`config.mk`:
```
export PLATFORM = sky130hd
export DESIGN_NAME = seg_scan_unit
export DESIGN_NICKNAME = d
export VERILOG_FILES = /design/src/rtl/seg_scan_pkg.sv /design/src/rtl/seg_scan_ctrl.sv /design/src/rtl/seg_scan_accum.sv /design/src/rtl/seg_scan_outreg.sv /design/src/rtl/seg_scan_unit.sv
export SDC_FILE = /design/constraint.sdc
export NUM_CORES = 1
export LEC_CHECK = 0
export BUFFER_PORTS_ARGS = -buffer_cell sky130_fd_sc_hd__buf_2
export CAP_MARGIN = 5
export CORE_AREA = 2 2 92 161
export CTS_BUF_LIST = sky130_fd_sc_hd__clkbuf_2 sky130_fd_sc_hd__clkbuf_4 sky130_fd_sc_hd__clkbuf_8
export DETAILED_ROUTE_END_ITERATION = 6
export DIE_AREA = 0 0 94 163
export PLACE_DENSITY = 0.64
export SLEW_MARGIN = 20
export SYNTH_ARGS = -nofsm -noshare
export SYNTH_HDL_FRONTEND = slang
export SYNTH_HIERARCHICAL = 1
export SYNTH_SLANG_ARGS = --single-unit
```
`constraint.sdc`:
```
create_clock -name clk -period 4.7 [get_ports clk]
set_clock_uncertainty 0.15 [all_clocks]
set_input_delay 0.47 -clock clk [delete_from_list [all_inputs] [get_ports clk]]
set_output_delay 0.47 -clock clk [all_outputs]
set_load 0.05 [all_outputs]
```
`src/rtl/seg_scan_pkg.sv`:
```
package seg_scan_pkg;

  localparam int unsigned SUM_W  = 32;
  localparam int unsigned MODE_W = 2;

  typedef enum logic [MODE_W-1:0] {
    MODE_TOTAL   = 2'b00,
    MODE_SCAN    = 2'b01,
    MODE_SEG     = 2'b10,
    MODE_SEG_ALT = 2'b11
  } scan_mode_e;

  function automatic logic mode_is_total(input logic [MODE_W-1:0] m);
    return m == MODE_TOTAL;
  endfunction

  function automatic logic mode_is_seg(input logic [MODE_W-1:0] m);
    return m[MODE_W-1];
  endfunction

  // value an element adds to the running sum
  function automatic logic [SUM_W-1:0] elem_share(input logic [SUM_W-1:0] d,
                                                  input logic ctx);
    return ctx ? d : '0;
  endfunction

  // running sum seen by an element before its own share
  function automatic logic [SUM_W-1:0] start_sum(input logic [SUM_W-1:0] acc,
                                                 input logic restart);
    return restart ? '0 : acc;
  endfunction

  function automatic logic [SUM_W-1:0] wrap_add(input logic [SUM_W-1:0] a,
                                                input logic [SUM_W-1:0] b);
    return a + b;
  endfunction

endpackage

```
`src/rtl/seg_scan_ctrl.sv`:
```
module seg_scan_ctrl
  import seg_scan_pkg::*;
#(
  parameter int unsigned MW = MODE_W
) (
  input  logic          clk,
  input  logic          rst_n,
  input  logic          fire_i,
  input  logic          last_i,
  input  logic [MW-1:0] mode_i,
  output logic          first_o,
  output logic [MW-1:0] mode_o,
  output logic [MW-1:0] mode_q_o
);

  logic          open_q;
  logic [MW-1:0] mode_q;

  assign first_o  = !open_q;
  assign mode_o   = open_q ? mode_q : mode_i;
  assign mode_q_o = mode_q;

  always_ff @(posedge clk or negedge rst_n) begin
    if (!rst_n) begin
      open_q <= 1'b0;
      mode_q <= '0;
    end else if (fire_i) begin
      open_q <= !last_i;
      if (!open_q) mode_q <= mode_i;
    end
  end

endmodule

```
`src/rtl/seg_scan_accum.sv`:
```
module seg_scan_accum
  import seg_scan_pkg::*;
#(
  parameter int unsigned W = SUM_W
) (
  input  logic         clk,
  input  logic         rst_n,
  input  logic         fire_i,
  input  logic         restart_i,
  input  logic         ctx_i,
  input  logic         last_i,
  input  logic [W-1:0] data_i,
  output logic [W-1:0] before_o,
  output logic [W-1:0] incl_o,
  output logic [W-1:0] acc_o
);

  logic [W-1:0] acc_q;

  assign before_o = start_sum(acc_q, restart_i);
  assign incl_o   = wrap_add(before_o, elem_share(data_i, ctx_i));
  assign acc_o    = acc_q;

  always_ff @(posedge clk or negedge rst_n) begin
    if (!rst_n)      acc_q <= '0;
    else if (fire_i) acc_q <= last_i ? '0 : incl_o;
  end

endmodule

```
`src/rtl/seg_scan_outreg.sv`:
```
module seg_scan_outreg #(
  parameter int unsigned W = 32
) (
  input  logic         clk,
  input  logic         rst_n,
  input  logic         load_i,
  input  logic [W-1:0] data_i,
  input  logic         last_i,
  input  logic         ready_i,
  output logic         valid_o,
  output logic [W-1:0] data_o,
  output logic         last_o,
  output logic         room_o
);

  logic         vld_q;
  logic [W-1:0] dat_q;
  logic         lst_q;

  assign room_o  = !vld_q || ready_i;
  assign valid_o = vld_q;
  assign data_o  = dat_q;
  assign last_o  = lst_q;

  always_ff @(posedge clk or negedge rst_n) begin
    if (!rst_n) begin
      vld_q <= 1'b0;
      dat_q <= '0;
      lst_q <= 1'b0;
    end else if (load_i) begin
      vld_q <= 1'b1;
      dat_q <= data_i;
      lst_q <= last_i;
    end else if (ready_i) begin
      vld_q <= 1'b0;
    end
  end

endmodule

```
`src/rtl/seg_scan_unit.sv`:
```
module seg_scan_unit
  import seg_scan_pkg::*;
#(
  parameter int unsigned DATA_W = SUM_W,
  parameter int unsigned MSEL_W = MODE_W
) (
  input  logic              clk,
  input  logic              rst_n,
  input  logic [MSEL_W-1:0] mode_i,
  input  logic              in_valid_i,
  output logic              in_ready_o,
  input  logic [DATA_W-1:0] in_data_i,
  input  logic              in_seg_start_i,
  input  logic              in_ctx_i,
  input  logic              in_last_i,
  output logic              out_valid_o,
  input  logic              out_ready_i,
  output logic [DATA_W-1:0] out_data_o,
  output logic              out_last_o
);

  // named internal events
  logic              in_fire;
  logic              first_w;
  logic [MSEL_W-1:0] mode_w;
  logic [MSEL_W-1:0] mode_q_w;
  logic              restart_w;
  logic              emit_w;
  logic [DATA_W-1:0] before_w;
  logic [DATA_W-1:0] incl_w;
  logic [DATA_W-1:0] acc_w;
  logic [DATA_W-1:0] result_w;
  logic              room_w;

  assign in_ready_o = room_w;
  assign in_fire    = in_valid_i && room_w;
  assign restart_w  = first_w || (mode_is_seg(mode_w) && in_seg_start_i);
  assign emit_w     = in_fire && (!mode_is_total(mode_w) || in_last_i);
  assign result_w   = mode_is_total(mode_w) ? incl_w : before_w;

  seg_scan_ctrl #(.MW(MSEL_W)) u_ctrl (
    .clk      (clk),
    .rst_n    (rst_n),
    .fire_i   (in_fire),
    .last_i   (in_last_i),
    .mode_i   (mode_i),
    .first_o  (first_w),
    .mode_o   (mode_w),
    .mode_q_o (mode_q_w)
  );

  seg_scan_accum #(.W(DATA_W)) u_accum (
    .clk       (clk),
    .rst_n     (rst_n),
    .fire_i    (in_fire),
    .restart_i (restart_w),
    .ctx_i     (in_ctx_i),
    .last_i    (in_last_i),
    .data_i    (in_data_i),
    .before_o  (before_w),
    .incl_o    (incl_w),
    .acc_o     (acc_w)
  );

  seg_scan_outreg #(.W(DATA_W)) u_out (
    .clk     (clk),
    .rst_n   (rst_n),
    .load_i  (emit_w),
    .data_i  (result_w),
    .last_i  (in_last_i),
    .ready_i (out_ready_i),
    .valid_o (out_valid_o),
    .data_o  (out_data_o),
    .last_o  (out_last_o),
    .room_o  (room_w)
  );

endmodule

```
## Word level (Yosys, flattened, before mapping)

Index checks and enable logic that the tools add are counted.

| word-level totals | value |
|---|---|
| register bits after elaboration | 69 |
| input bits | 41 |
| output and inout port bits | 35 |

| operators by class | value |
|---|---|
| add/subtract/negate cells | 1 |
| reductions and logical operators | 12 |
| multiplexer cells | 7 |

Operators by type and width:

| operator | count |
|---|---|
| 32-bit two-way mux | 4 |
| 32-bit adder | 1 |
| 1-bit zero test | 4 |
| 1-bit logical AND | 3 |
| 1-bit logical OR | 3 |
| 2-bit zero test | 1 |
| 1-bit two-way mux | 2 |
| 2-bit two-way mux | 1 |
| 2-bit nonzero test | 1 |

## Logic depth before layout (Yosys ltp)

Gate-level depths: netlist (run 1).

| logic depth | value |
|---|---|
| depth in word-level cells | 6 |
| gate-level depth with buffers | 15 |

## By module

Netlist (run 1), hierarchy kept.

By module, submodules not included:

| module | instances | cells an instance | area each (um^2) |
|---|---|---|---|
| seg_scan_accum | 1 | 457 | 3385.7 |
| seg_scan_outreg | 1 | 73 | 1415.1 |
| seg_scan_unit | 1 | 39 | 554.3 |
| seg_scan_ctrl | 1 | 11 | 153.9 |

## Least setup slack after synthesis (run 1)

OpenSTA, ideal clock, no wires.

| timing path | value |
|---|---|
| path kind | register to register |
| start | reg u_ctrl.open_q |
| end | reg u_out.dat_q[31], in the netlist u_out/data_o[31] |
| data arrival time | 3.612 ns |
| path slack | 0.813 ns |
| setup time | 0.125 ns |
| cell stages (with the launch flop) | 15 |
| cell sequence | dfrtp_1 -> mux2_2 -> a21o_2 -> clkbuf_1 -> nor2_1 -> ha_1 -> and2_4 -> a221o_2 -> a211oi_4 -> o21ai_2 -> and4_4 -> nor3_1 -> nor2_1 -> mux2_4 -> mux2_4 |

| on the way | value |
|---|---|
| cells in the longest elaborated chain, start to end | 6 |
| elaborated cells between the ends (all ways) | 11 |

Ends and longest elaborated chain:

| item | line | source |
|---|---|---|
| from (decl) | seg_scan_ctrl.sv:16 | `logic open_q;` |
| from (signal assigned) | seg_scan_ctrl.sv:28 | `open_q <= !last_i;` |
| 2-bit two-way mux | seg_scan_ctrl.sv:20 | `assign mode_o = open_q ? mode_q : mode_i;` |
| net mode_w[1] | seg_scan_unit.sv:25 | `logic [MSEL_W-1:0] mode_w;` |
| 1-bit logical AND | seg_scan_unit.sv:37 | `assign restart_w = first_w \|\| (mode_is_seg(mode_w) && in_seg_start_i);` |
| 1-bit logical OR | seg_scan_unit.sv:37 |  |
| net restart_w | seg_scan_unit.sv:27 | `logic restart_w;` |
| 32-bit two-way mux | seg_scan_pkg.sv:30 | `return restart ? '0 : acc;` |
| net before_w[4] | seg_scan_unit.sv:29 | `logic [DATA_W-1:0] before_w;` |
| 32-bit adder | seg_scan_pkg.sv:35 | `return a + b;` |
| net incl_w[31] | seg_scan_unit.sv:30 | `logic [DATA_W-1:0] incl_w;` |
| 32-bit two-way mux | seg_scan_unit.sv:39 | `assign result_w = mode_is_total(mode_w) ? incl_w : before_w;` |
| net result_w[31] | seg_scan_unit.sv:32 | `logic [DATA_W-1:0] result_w;` |
| to (signal assigned) | seg_scan_outreg.sv:32 | `dat_q <= data_i;` |
| to (decl) | seg_scan_outreg.sv:17 | `logic [W-1:0] dat_q;` |

The timed path passes the listed nets, and every way through them passes these cells.
A chain may end at the register's enable or synchronous reset.

## Worst setup path after layout (run 1)

Ends and elaborated chain as after synthesis.

==> results.md, run 1 <==
- Vias in the first global route: roughly 4.7k
- Die Y: about 160 um
- Drt wl/cell: 18.0 um
- RSZ-0062 raised after global routing: false
- Pre-CTS WS: roughly 390 ps
- Pin count of the biggest net entering global routing: 45
- Worst path required time: 4780 ps
- Post-Place Cells: ~820
- DRC: 0
- CP max FO: 14
- Critical path buffer and inverter count: 1
- Worst setup SP type: flip-flop
- Synth Register Bits: between 60 and 70
- Initial Utilization: 38.9%
- Switching part of the total: around 43%
- P_sw: between 1 and 1.5 mW
- Area of the multi-input gates: about 3300 um2
- Gate power share: between 40% and 50%
- Detailed router's first-iteration violation count: about 190
- Post-Syn Instances: 580
- Post-DR vias/cell: roughly 5.4
- Fin nets: 723
- CTS Buffer Depth: 2
- Critical path cell sequence: mux2_2 > a21o_2 > buf_12 > nor2_1 > ha_1 > a21oi_1 > o21ai_0 > a32oi_1 > nand2_1 > a221o_1 > nor3_1 > nor2_1 > mux2_4 > mux2_4
- Pint: 1.55 mW
- Reg area: around 1700 um2
- Slowest cell on the critical path: dfrtp_1
- GRT overflow: 0
- Global-route wire length before repair: around 24 mm
- YS warnings: 6
- Slew Viols, Final: 0
- Synth top cells by count: dfrtp_1 (69), inv_1 (64), mux2_4 (61)
- Setup slack after layout: about 360 ps
- Via count: approximately 4.5k
- Layout area overhead: 13.2%
- PortBufs: 75
- Layout Utilization: between 40% and 50%
- Peak VDD IR: around 0.00023 V
- Antenna violations before repair: 0
- # IOs: 76
- Share of layout cells above drive strength 1: between 20 and 30%
- N_diodes: 0
- GPL Wtd Cong: 0.900
- Average size of a mapped cell: about 9.5 um2
- Fin crit share: just over 90%
- Pwr/cell area: 433 nW/um2
- Post-route insts no fill: 835
- Synth area leaders: dfrtp_1 (31%), mux2_4 (17%), ha_1 (7.0%)
- Sequential share of the synthesized area: 31.3%
- Flop pwr share: a little under a third
- Core region area: between 10000 and 15000 um2
- Leakage: between 3 and 4 nW
- Dpl hpwl: between 10 and 15 mm
- Post-synth ARST share: between 90% and 100%
- Top_reg_cell synth: dfrtp_1
- Most frequent cell after synthesis: dfrtp_1
- Crit path time final: approximately 4300 ps
- Synth cell types: 57
- Setup TNS: 0 ps
- Layout fillers: 1429
- Die ar.: around 15000 um2
- Worst Path Class, Setup: flip-flop to flip-flop
- Num Clock Sinks: between 60 and 70
- Number of flops mapped to enable cells by yosys: 0
- Hold Vio Cnt, Final: 0
- Post-CTS setup buffer count: 0
- Clk_lat worst skew: around 350 ps
- CTS hold repair buffers: 0
- Largest stage delay on the critical path: ~440 ps
- Max Clk Rate: between 200 and 250 MHz
- Crit. End Element: flip-flop
- Syn Nets: 653
- Dominant cell type by area after synthesis: dfrtp_1
- Yosys top cell area share: 31.3%
- CTS tree: built
- Total iterations of the first detailed-routing run: 4
- Post-Route WL: 15.1 mm
- Final setup vio count: 0
- CTS H-tree lvls: 3
- # rows: 58
- Die Width: roughly 94 um
- R2R setup slack: 360 ps
- Status: completed
- Root Driver: clkbuf_8
- Top delay family on crit path: compound AO/OA/AOI/OAI gates
- Worst Max-Slew Pin Slew: 933 ps
- Global-route usage over all layers: about a fifth
- PostCTS Resize Cnt: 0
- Min-delay worst type: input pin to async pin
- Clock network power share: approximately a fifth
- DRT antenna net count: 0
- Max-Cap Viols: 0
- Relative slew slack: 37.8%
- Synthesized area: 5510 um2
- Crit path DAT: around 4400 ps
- Inserted Clock Buffers: 9
- CTS clk-pin slew, worst paths: ~90 ps
power groups by stage:
stage          Clock, mW  Sequential, mW  Combinational (mW)
6_report           0.545           0.813                1.34
5_1_grt            0.595           0.832                1.42
4_1_cts            0.568           0.816                1.35
3_5_place_dp           0           0.826                1.34
3_3_place_gp           0           0.821                1.32
2_1_floorplan          0            1.16               0.720
kinds of logic after synthesis:
logic type / after synthesis / share of synthesized area (%)
buf+inv: 92 / 7.90
compound gates: 137 / 16.0
xor+xnor: 28 / 4.45
flops: 69 / 31.3
simple gates: 153 / 14.7
mux: 69 / 18.3
fa+ha+maj: 32 / 7.40
worst register-to-register path: stages, from the launching register on:
cell and delay (ps):
dfrtp_1 440, mux2_2 410, a21o_2 340, buf_12 210, nor2_1 220, ha_1 350, a21oi_1 330, o21ai_0 200
a32oi_1 230, nand2_1 110, a221o_1 390, nor3_1 270, nor2_1 70, mux2_4 260, mux2_4 250
flip-flops by register name (all words and copies together), names as in the netlist:
signal	count
u_accum/acc_o	32
u_ctrl/mode_q_o	2
u_ctrl/open_q	1
u_out/data_o	32
u_out/last_o	1
u_out/valid_o	1
metal layers:
layer	track usage, %	wire, um	up-vias
met5	0	0	-
met4	8.89	527	0
met3	2.64	527	28
met2	37.4	8260	120
met1	22.5	5750	2162
li1	-	-	2169
area by class of cell:
class / instances / share of cell area, %
well taps: 180 / 3.61
flip-flops and latches: 69 / 27.7
clock buffers: 10 / 2.11
multi-input cells: 419 / 53.7
repair buffers: 87 / 7.66
inverters: 64 / 3.85
clock inverters: 6 / 1.40
placed cells by master (no fill, tap or decap), types with 2 or more instances in the layout:
cell / netlist / routed
nand3b_1: 7 / 7
nor2b_1: 2 / 2
a21oi_1: 37 / 37
clkinv_4: 0 / 2
nand4_1: 6 / 6
buf_2: 0 / 75
mux2_4: 61 / 61
clkbuf_8: 0 / 9
a21o_1: 6 / 6
o21a_1: 3 / 3
o31ai_1: 2 / 2
clkinv_2: 0 / 2
and2_1: 34 / 34
inv_1: 64 / 64
xnor2_1: 14 / 14
and4_1: 2 / 2
o22ai_1: 23 / 23
ha_1: 31 / 31
nor4_1: 2 / 2
nor2_1: 52 / 52
mux2_2: 8 / 8
o21bai_1: 7 / 7
buf_4: 0 / 11
xor2_1: 14 / 14
o21ai_0: 27 / 27
bufinv_16: 0 / 2
a31oi_1: 11 / 11
o2111ai_1: 2 / 2
dfrtp_1: 69 / 69
o32ai_1: 4 / 4
nand2_1: 18 / 18
nand2b_1: 8 / 8
nand3_1: 8 / 8
nor3_1: 2 / 2
and3_1: 4 / 4
final timing paths:
| kind | startpoint | end | cells after the start |
|---|---|---|---|
| worst max-delay path | u_ctrl/open_q | u_out/data_o[31] | 14 |
| worst min-delay path | rst_n | u_out/data_o[11] | 1 |
| worst max register to register | u_ctrl/open_q | u_out/data_o[31] | 14 |
| worst min register to register | u_out/data_o[30] | u_out/data_o[30] | 1 |
| max in group asynchronous | rst_n | u_out/data_o[27] | 2 |
| min in group clk | mode_i[1] | u_ctrl/mode_q_o[1] | 2 |
per-stage QoR:
step	cell area (um2)	total power, mW	hold WS (ps)
after detailed placement	6020	2.17	342
after floorplan	5510	1.88	24.4
after CTS	6240	2.73	124
after global routing	6240	2.85	162
after global placement	6020	2.14	339
final	6240	2.70	98.5
Power figures use the tool's default switching activity.
==> run 2, diff against run 1 <==
--- a/config.mk
+++ b/config.mk
@@ -7,13 +7,12 @@
 export LEC_CHECK = 0
 export BUFFER_PORTS_ARGS = -buffer_cell sky130_fd_sc_hd__buf_2
 export CAP_MARGIN = 5
-export CORE_AREA = 2 2 92 161
+export CORE_AREA = 2 2 88 153
 export CTS_BUF_LIST = sky130_fd_sc_hd__clkbuf_2 sky130_fd_sc_hd__clkbuf_4 sky130_fd_sc_hd__clkbuf_8
 export DETAILED_ROUTE_END_ITERATION = 6
-export DIE_AREA = 0 0 94 163
+export DIE_AREA = 0 0 90 155
 export PLACE_DENSITY = 0.64
 export SLEW_MARGIN = 20
 export SYNTH_ARGS = -nofsm -noshare
 export SYNTH_HDL_FRONTEND = slang
-export SYNTH_HIERARCHICAL = 1
 export SYNTH_SLANG_ARGS = --single-unit
==> run 2 against run 1 <==
Effect of this change:
- non-clock buffer count fell by 5
- sequential share of layout area rose by 2.7 points
- first-iteration DRC count rose by 4.2%
- largest cell class unchanged
==> results.md, run 2 <==
- Post-Syn Instances: 578 (-0.34%)
- CTS tree: built
- Post-synth ARST share: 100% (unchanged)
- Global-route wire length before repair: 24.8 mm (+2.9%)
- DRC: 0 (unchanged)
- Synth area leaders: dfrtp_1 (35%), and2_1 (8.4%), ha_1 (7.8%)
- YS warnings: 0 (-6)
- Slew Viols, Final: 0 (unchanged)
- Synth top cells by count: dfrtp_1 (69), and2_1 (67), nand2_1 (64)
- Commonest non-fill, non-tap cell in the layout: buf_2
- Num Clock Sinks: 69 (unchanged)
- GPL Wtd Cong: 0.989 (+9.8%)
- Setup TNS: 0 ps (unchanged)
- Hold Vio Cnt, Final: 0 (unchanged)
- Fin crit share: 83.1% (-9.3 points)
- PostCTS Resize Cnt: 0 (unchanged)
- Leakage: 2.74 nW (-14%)
- Worst path required time: 4860 ps (+80 ps)
- Setup slack after layout: 792 ps (+435 ps)
- Number of flops mapped to enable cells by yosys: 0 (unchanged)
- Drt wl/cell: 19.2 um (+6.2%)
- # rows: 55 (-5.2%)
- Status: completed
- Detailed router's first-iteration violation count: 199 (+4.2%)
- Most frequent cell after synthesis: dfrtp_1
- Layout fillers: 1323 (-7.4%)
- Sequential share of the synthesized area: 34.7% (+3.3 points)
- Synth cell types: 50 (-12%)
- Max Clk Rate: 256 MHz (+11%)
- Post-CTS setup buffer count: 0 (unchanged)
- RSZ-0062 raised after global routing: false
- Synthesized area: 4980 um2 (-9.7%)
- Worst setup path start: u_ctrl.open_q
- Root Driver: clkbuf_8
- CTS Buffer Depth: 2 (unchanged)
- Crit path time final: 3910 ps (-435 ps)
- Crit path DAT: 4060 ps (-370 ps)
- PortBufs: 75 (unchanged)
- Peak VDD IR: 0.000175 V (-23%)
- Share of layout cells above drive strength 1: 17.6% (-10 points)
- Worst Path Class, Setup: flip-flop to flip-flop
- Min-delay worst type: input pin to async pin
- Clk_lat worst skew: 360 ps (about the same)
- Fin nets: 711 (-1.7%)
- Dpl hpwl: 11.8 mm (+4.1%)
- Synth Register Bits: 69 (unchanged)
- Final setup vio count: 0 (unchanged)
- Most frequent cells in the layout: buf_2 (75), dfrtp_1 (69), and2_1 (67)
- Yosys top cell area share: 34.7% (+3.3 points)
- Largest stage delay on the critical path: 560 ps (+120 ps)
- Vias in the first global route: 4873 (+3.4%)
- Post-DR vias/cell: 5.66 (+5.5%)
- Syn Nets: 651 (-0.31%)
- Average size of a mapped cell: 8.61 um2 (-9.3%)
- CTS H-tree lvls: 3 (unchanged)
- Via count: 4599 (+2.7%)
- CP max FO: 33 (+19)
- Worst setup SP type: flip-flop
- Layout area overhead: 14.2%
- Pwr/cell area: 344 nW/um2 (-21%)
- Global-route usage over all layers: 22.8% (+2.6 points)
- Post-Route WL: 15.6 mm (+3.4%)
- Top_reg_cell synth: dfrtp_1
- Max-Cap Viols: 0 (unchanged)
- Critical path cell sequence: a21boi_1 > buf_4 > and2_1 > ha_1 > fa_1 > a211oi_2 > nor3_1 > or4b_4 > a31oi_2 > a211oi_1 > mux2i_1 > nor2_1 > a221o_1
- Dominant cell type by area after synthesis: dfrtp_1
- CTS hold repair buffers: 0 (unchanged)
- Inserted Clock Buffers: 9 (unchanged)
- GRT overflow: 0 (unchanged)
- Core region area: 12800 um2 (-9.5%)
- Worst R2R Path Depth: 13 (-1)
- Reg area: 1730 um2 (unchanged)
- Initial Utilization: 38.9% (-0.045 points)
- Crit. End Element: flip-flop
- Relative slew slack: 36.1% (-1.7 points)
- Area of the multi-input gates: 3100 um2 (-7.3%)
- # IOs: 76 (unchanged)
- DRT antenna net count: 0 (unchanged)
- Critical R2R Launch: u_ctrl.open_q
- Die Y: 155 um (-4.9%)
- Pre-CTS WS: 756 ps (+371 ps)
- Slowest cell on the critical path: or4b_4
- Die ar.: 14000 um2 (-9.0%)
- Layout Utilization: 44.4% (+0.33 points)
- CTS clk-pin slew, worst paths: 80 ps (about the same)
- Die Width: 90 um (-4.3%)
- N_diodes: 0 (unchanged)
- Total iterations of the first detailed-routing run: 4 (unchanged)
- Worst Max-Slew Pin Slew: 959 ps (+25.7 ps)
- Pin count of the biggest net entering global routing: 45 (unchanged)
- Antenna violations before repair: 0 (unchanged)
-- run 2: area by class of cell --
cell class / count / share of cell area, %
well taps: 171 / 3.76
multi-input cells: 469 / 54.6
flip-flops and latches: 69 / 30.4
repair buffers: 82 / 7.53
clock inverters: 1 / 0.0881
inverters: 7 / 0.462
clock buffers: 14 / 3.17
-- run 2: per-stage QoR --
stage | area, um2 | hold WS [ps] | std cells | power (mW)
after global routing | 5680 | 102 | 813 | 2.05
after CTS | 5680 | 48.4 | 813 | 1.97
after detailed placement | 5500 | 313 | 798 | 1.49
after floorplan | 4980 | 24.4 | 578 | 1.27
after global placement | 5500 | 305 | 798 | 1.48
final | 5680 | 32.0 | 813 | 1.95
-- run 2: kinds of logic after synthesis --
group	Yosys count	share of synthesized area (%)
buffers and inverters	40	3.12
xor gates and xnor gates	29	5.10
muxes	12	2.46
adders and majority gates	32	8.20
and+or+nand+nor	221	22.5
AOI/OAI and AO/OA	175	24.0
DFF	69	34.7
-- run 2: critical path, delay by kind of cell (launching register included) --
| family | cells | cell delay (ps) |
|---|---|---|
| AOI/OAI and AO/OA | 5 | 1010 |
| buffers and inverters | 1 | 240 |
| DFF | 1 | 430 |
| adders and majority gates | 2 | 670 |
| and+or+nand+nor | 4 | 1180 |
| muxes | 1 | 160 |
-- run 2: final timing paths --
| path | slack (ps) | to |
|---|---|---|
| max | 790 | u_out.data_o[28] |
| min | 30 | u_out.data_o[28] |
| max reg2reg | 790 | u_out.data_o[28] |
| min reg2reg | 320 | u_accum.acc_o[3] |
| max in group asynchronous | 3400 | u_accum.acc_o[15] |
| min in group clk | 210 | u_ctrl.mode_q_o[0] |
-- run 2: where the power goes --
| group | internal [mW] | total [mW] | leakage, nW | switching (mW) |
|---|---|---|---|---|
| logic | 0.212 | 0.731 | 1.73 | 0.519 |
| clock network | 0.243 | 0.475 | 0.0994 | 0.231 |
| registers | 0.690 | 0.746 | 0.906 | 0.0566 |
-- run 2: metal layers --
metal | vias up | share of wire (%) | GRT usage, %
met5 | - | 0 | 0
met4 | 0 | 6.9 | 17.1
met3 | 48 | 4.0 | 2.28
met2 | 146 | 55 | 42.8
met1 | 2202 | 35 | 22.9
li1 | 2203 | - | -
==> run 3, diff against run 2 <==
==> constraint.sdc (replaced) <==
create_clock -name clk -period 3.9 [get_ports clk]
set_clock_uncertainty 0.15 [all_clocks]
set_input_delay 0.39 -clock clk [delete_from_list [all_inputs] [get_ports clk]]
set_output_delay 0.39 -clock clk [all_outputs]
set_load 0.05 [all_outputs]
==> run 3 against run 2 <==
Effect of this change:
- combinational power increased by 25%
- non-clock buffer count increased by 37
- total power increased by 34%
- critical endpoint is now u_out.data_o[20]
- largest power group is now combinational cells
==> results.md, run 3 (same netlist as run 2, synthesis figures left out) <==
- Crit path DAT: 3840 ps (-220 ps)
- Setup slack after layout: 163 ps (-630 ps)
- Final setup vio count: 0 (unchanged)
- Worst setup path start: u_ctrl.open_q
- Layout area overhead: 21.7%
- GRT overflow: 0 (unchanged)
- Die ar.: 14000 um2 (unchanged)
- FF-to-FF End: u_out.data_o[20]
- Pin count of the biggest net entering global routing: 70 (+56%)
- Inserted Clock Buffers: 9 (unchanged)
- DRC: 0 (unchanged)
- Min-delay worst type: input pin to async pin
- CTS tree: built
- Post-DR vias/cell: 5.55 (-2.0%)
- RSZ-0062 raised after global routing: true
- CTS Buffer Depth: 2 (unchanged)
- N_diodes: 0 (unchanged)
- # IOs: 76 (unchanged)
- Leakage: 2.96 nW (+8.0%)
- Die Y: 155 um (unchanged)
- CTS H-tree lvls: 3 (unchanged)
- Worst setup SP type: flip-flop
- Peak VDD IR: 0.000249 V (+42%)
- Crit. End Element: flip-flop
- Share of layout cells above drive strength 1: 22.5% (+4.9 points)
- Core region area: 12800 um2 (unchanged)
- Relative slew slack: 40.0% (+3.9 points)
- Root Driver: clkbuf_8
- Crit path time final: 3740 ps (-170 ps)
- CTS clk-pin slew, worst paths: 80 ps (about the same)
- Most frequent cells in the layout: buf_2 (75), dfrtp_1 (69), and2_1 (67)
- Status: completed
- Global-route usage over all layers: 23.0% (+0.21 points)
- Vias in the first global route: 4939 (+1.4%)
- Worst Max-Slew Pin Slew: 901 ps (-58.4 ps)
- Critical R2R Launch: u_ctrl.open_q
- DRT antenna net count: 0 (unchanged)
- PortBufs: 75 (unchanged)
- Fin crit share: 95.8% (+13 points)
- Fin nets: 748 (+5.2%)
- Antenna violations before repair: 0 (unchanged)
- Global-route wire length before repair: 25.2 mm (+1.8%)
- CP max FO: 16 (-52%)
- Max Clk Rate: 268 MHz (+4.5%)
- Num Clock Sinks: 69 (unchanged)
- # rows: 55 (unchanged)
- Post-route insts no fill: 851 (+4.7%)
- Worst R2R Path Depth: 15 (+2)
- Initial Utilization: 38.9% (unchanged)
- Hold Vio Cnt, Final: 0 (unchanged)
- Pwr/cell area: 432 nW/um2 (+26%)
- GPL Wtd Cong: 0.972 (-1.7%)
- Post-CTS setup buffer count: 0 (unchanged)
- Post-Place Cells: 835 (+4.6%)
- R2R setup slack: 160 ps (-630 ps)
- Drt wl/cell: 18.6 um (-2.9%)
- Dpl hpwl: 12.3 mm (+3.6%)
- Worst path required time: 4000 ps (-860 ps)
- Slew Viols, Final: 0 (unchanged)
- CP endpoint: u_out.data_o[20]
- Via count: 4719 (+2.6%)
- Worst Path Class, Setup: flip-flop to flip-flop
- Detailed router's first-iteration violation count: 304 (+53%)
- CTS hold repair buffers: 0 (unchanged)
- Total iterations of the first detailed-routing run: 4 (unchanged)
- Max-Cap Viols: 0 (unchanged)
- Die Width: 90 um (unchanged)
- DP Area: 5780 um2 (+5.1%)
- Clk_lat worst skew: 360 ps (about the same)
- Final instance area: 6060 um2 (+6.6%)
- Pre-CTS WS: 46.1 ps (-710 ps)
- Commonest non-fill, non-tap cell in the layout: buf_2
- Post-Route WL: 15.8 mm (+1.6%)
## run 3: cell count changes in the layout (fill, tap and decap cells not counted), sizes merged
| cell | previous run | this run |
|---|---|---|
| buf | 82 | 119 |
| bufinv | 0 | 4 |
| clkbuf | 14 | 9 |
| clkinv | 1 | 2 |
| inv | 7 | 8 |
## run 3: timing repair
| action | 4_1_cts | 5_1_grt |
|---|---|---|
| resized for setup | 0 | 3 |
| hold endpoints to repair | 0 | 0 |
| setup endpoints to repair | 0 | 2 |
## run 3: stage by stage
step | total power, mW | utilization (%) | setup TNS, ps | hold slack (ps)
floorplan | 1.53 | - | 0 | -55.6
global placement | 1.81 | 45.1 | 0 | 306
detailed placement | 1.83 | 45.1 | 0 | 313
CTS | 2.62 | 47.2 | 0 | 120
global route | 2.74 | 47.3 | -17.4 | 139
finish | 2.61 | 47.3 | 0 | 93.6
## run 3: area by class of cell
cell class,instances,area (um2)
Multi-Input combinational cell,469,3120
Inverter,7,26.3
Sequential cell,69,1730
Timing Repair Buffer,119,706
Clock inverter,7,146
Tap cell,171,214
Clock buffer,9,124
Fill cell,1278,6740
## run 3: how the worst min path moves through the flow
| stage | cells after the start | from | slack (ps) | endpoint |
|---|---|---|---|---|
| after floorplan | 0 | rst_n | -60 | u_accum.acc_o[0] |
| after global placement | 2 | u_accum.acc_o[6] | 310 | u_accum.acc_o[6] |
| after detailed placement | 2 | u_accum.acc_o[3] | 310 | u_accum.acc_o[3] |
| after CTS | 2 | rst_n | 120 | u_out.data_o[2] |
| after global routing | 2 | mode_i[1] | 140 | u_ctrl.mode_q_o[1] |
| final | 2 | rst_n | 90 | u_out.valid_o |
## run 3: layer usage
metal | GRT usage (%) | part of all wire (%) | up-vias
met5 | 0 | 0 | -
met4 | 15.7 | 6.9 | 0
met3 | 3.34 | 3.2 | 51
met2 | 43.4 | 53 | 143
met1 | 23.0 | 36 | 2251
li1 | - | - | 2274
## run 3: worst max-delay path, stage by stage, from the launching register on
cell,delay (ps)
dfrtp_1,370
a21boi_1,130
buf_4,190
and2_1,190
ha_1,220
fa_1,400
a211oi_2,240
nor3_1,90
buf_4,140
or4b_4,520
a31oi_2,200
buf_4,140
a21oi_1,100
mux2i_1,150
a2111oi_2,340
nor2_1,70
## run 3: where the power goes
| part | internal (mW) | switching, mW | total, mW |
|---|---|---|---|
| clock network | 0.494 | 0.306 | 0.800 |
| registers | 0.831 | 0.0666 | 0.897 |
| logic | 0.280 | 0.637 | 0.917 |
| total | 1.60 | 1.01 | 2.61 |
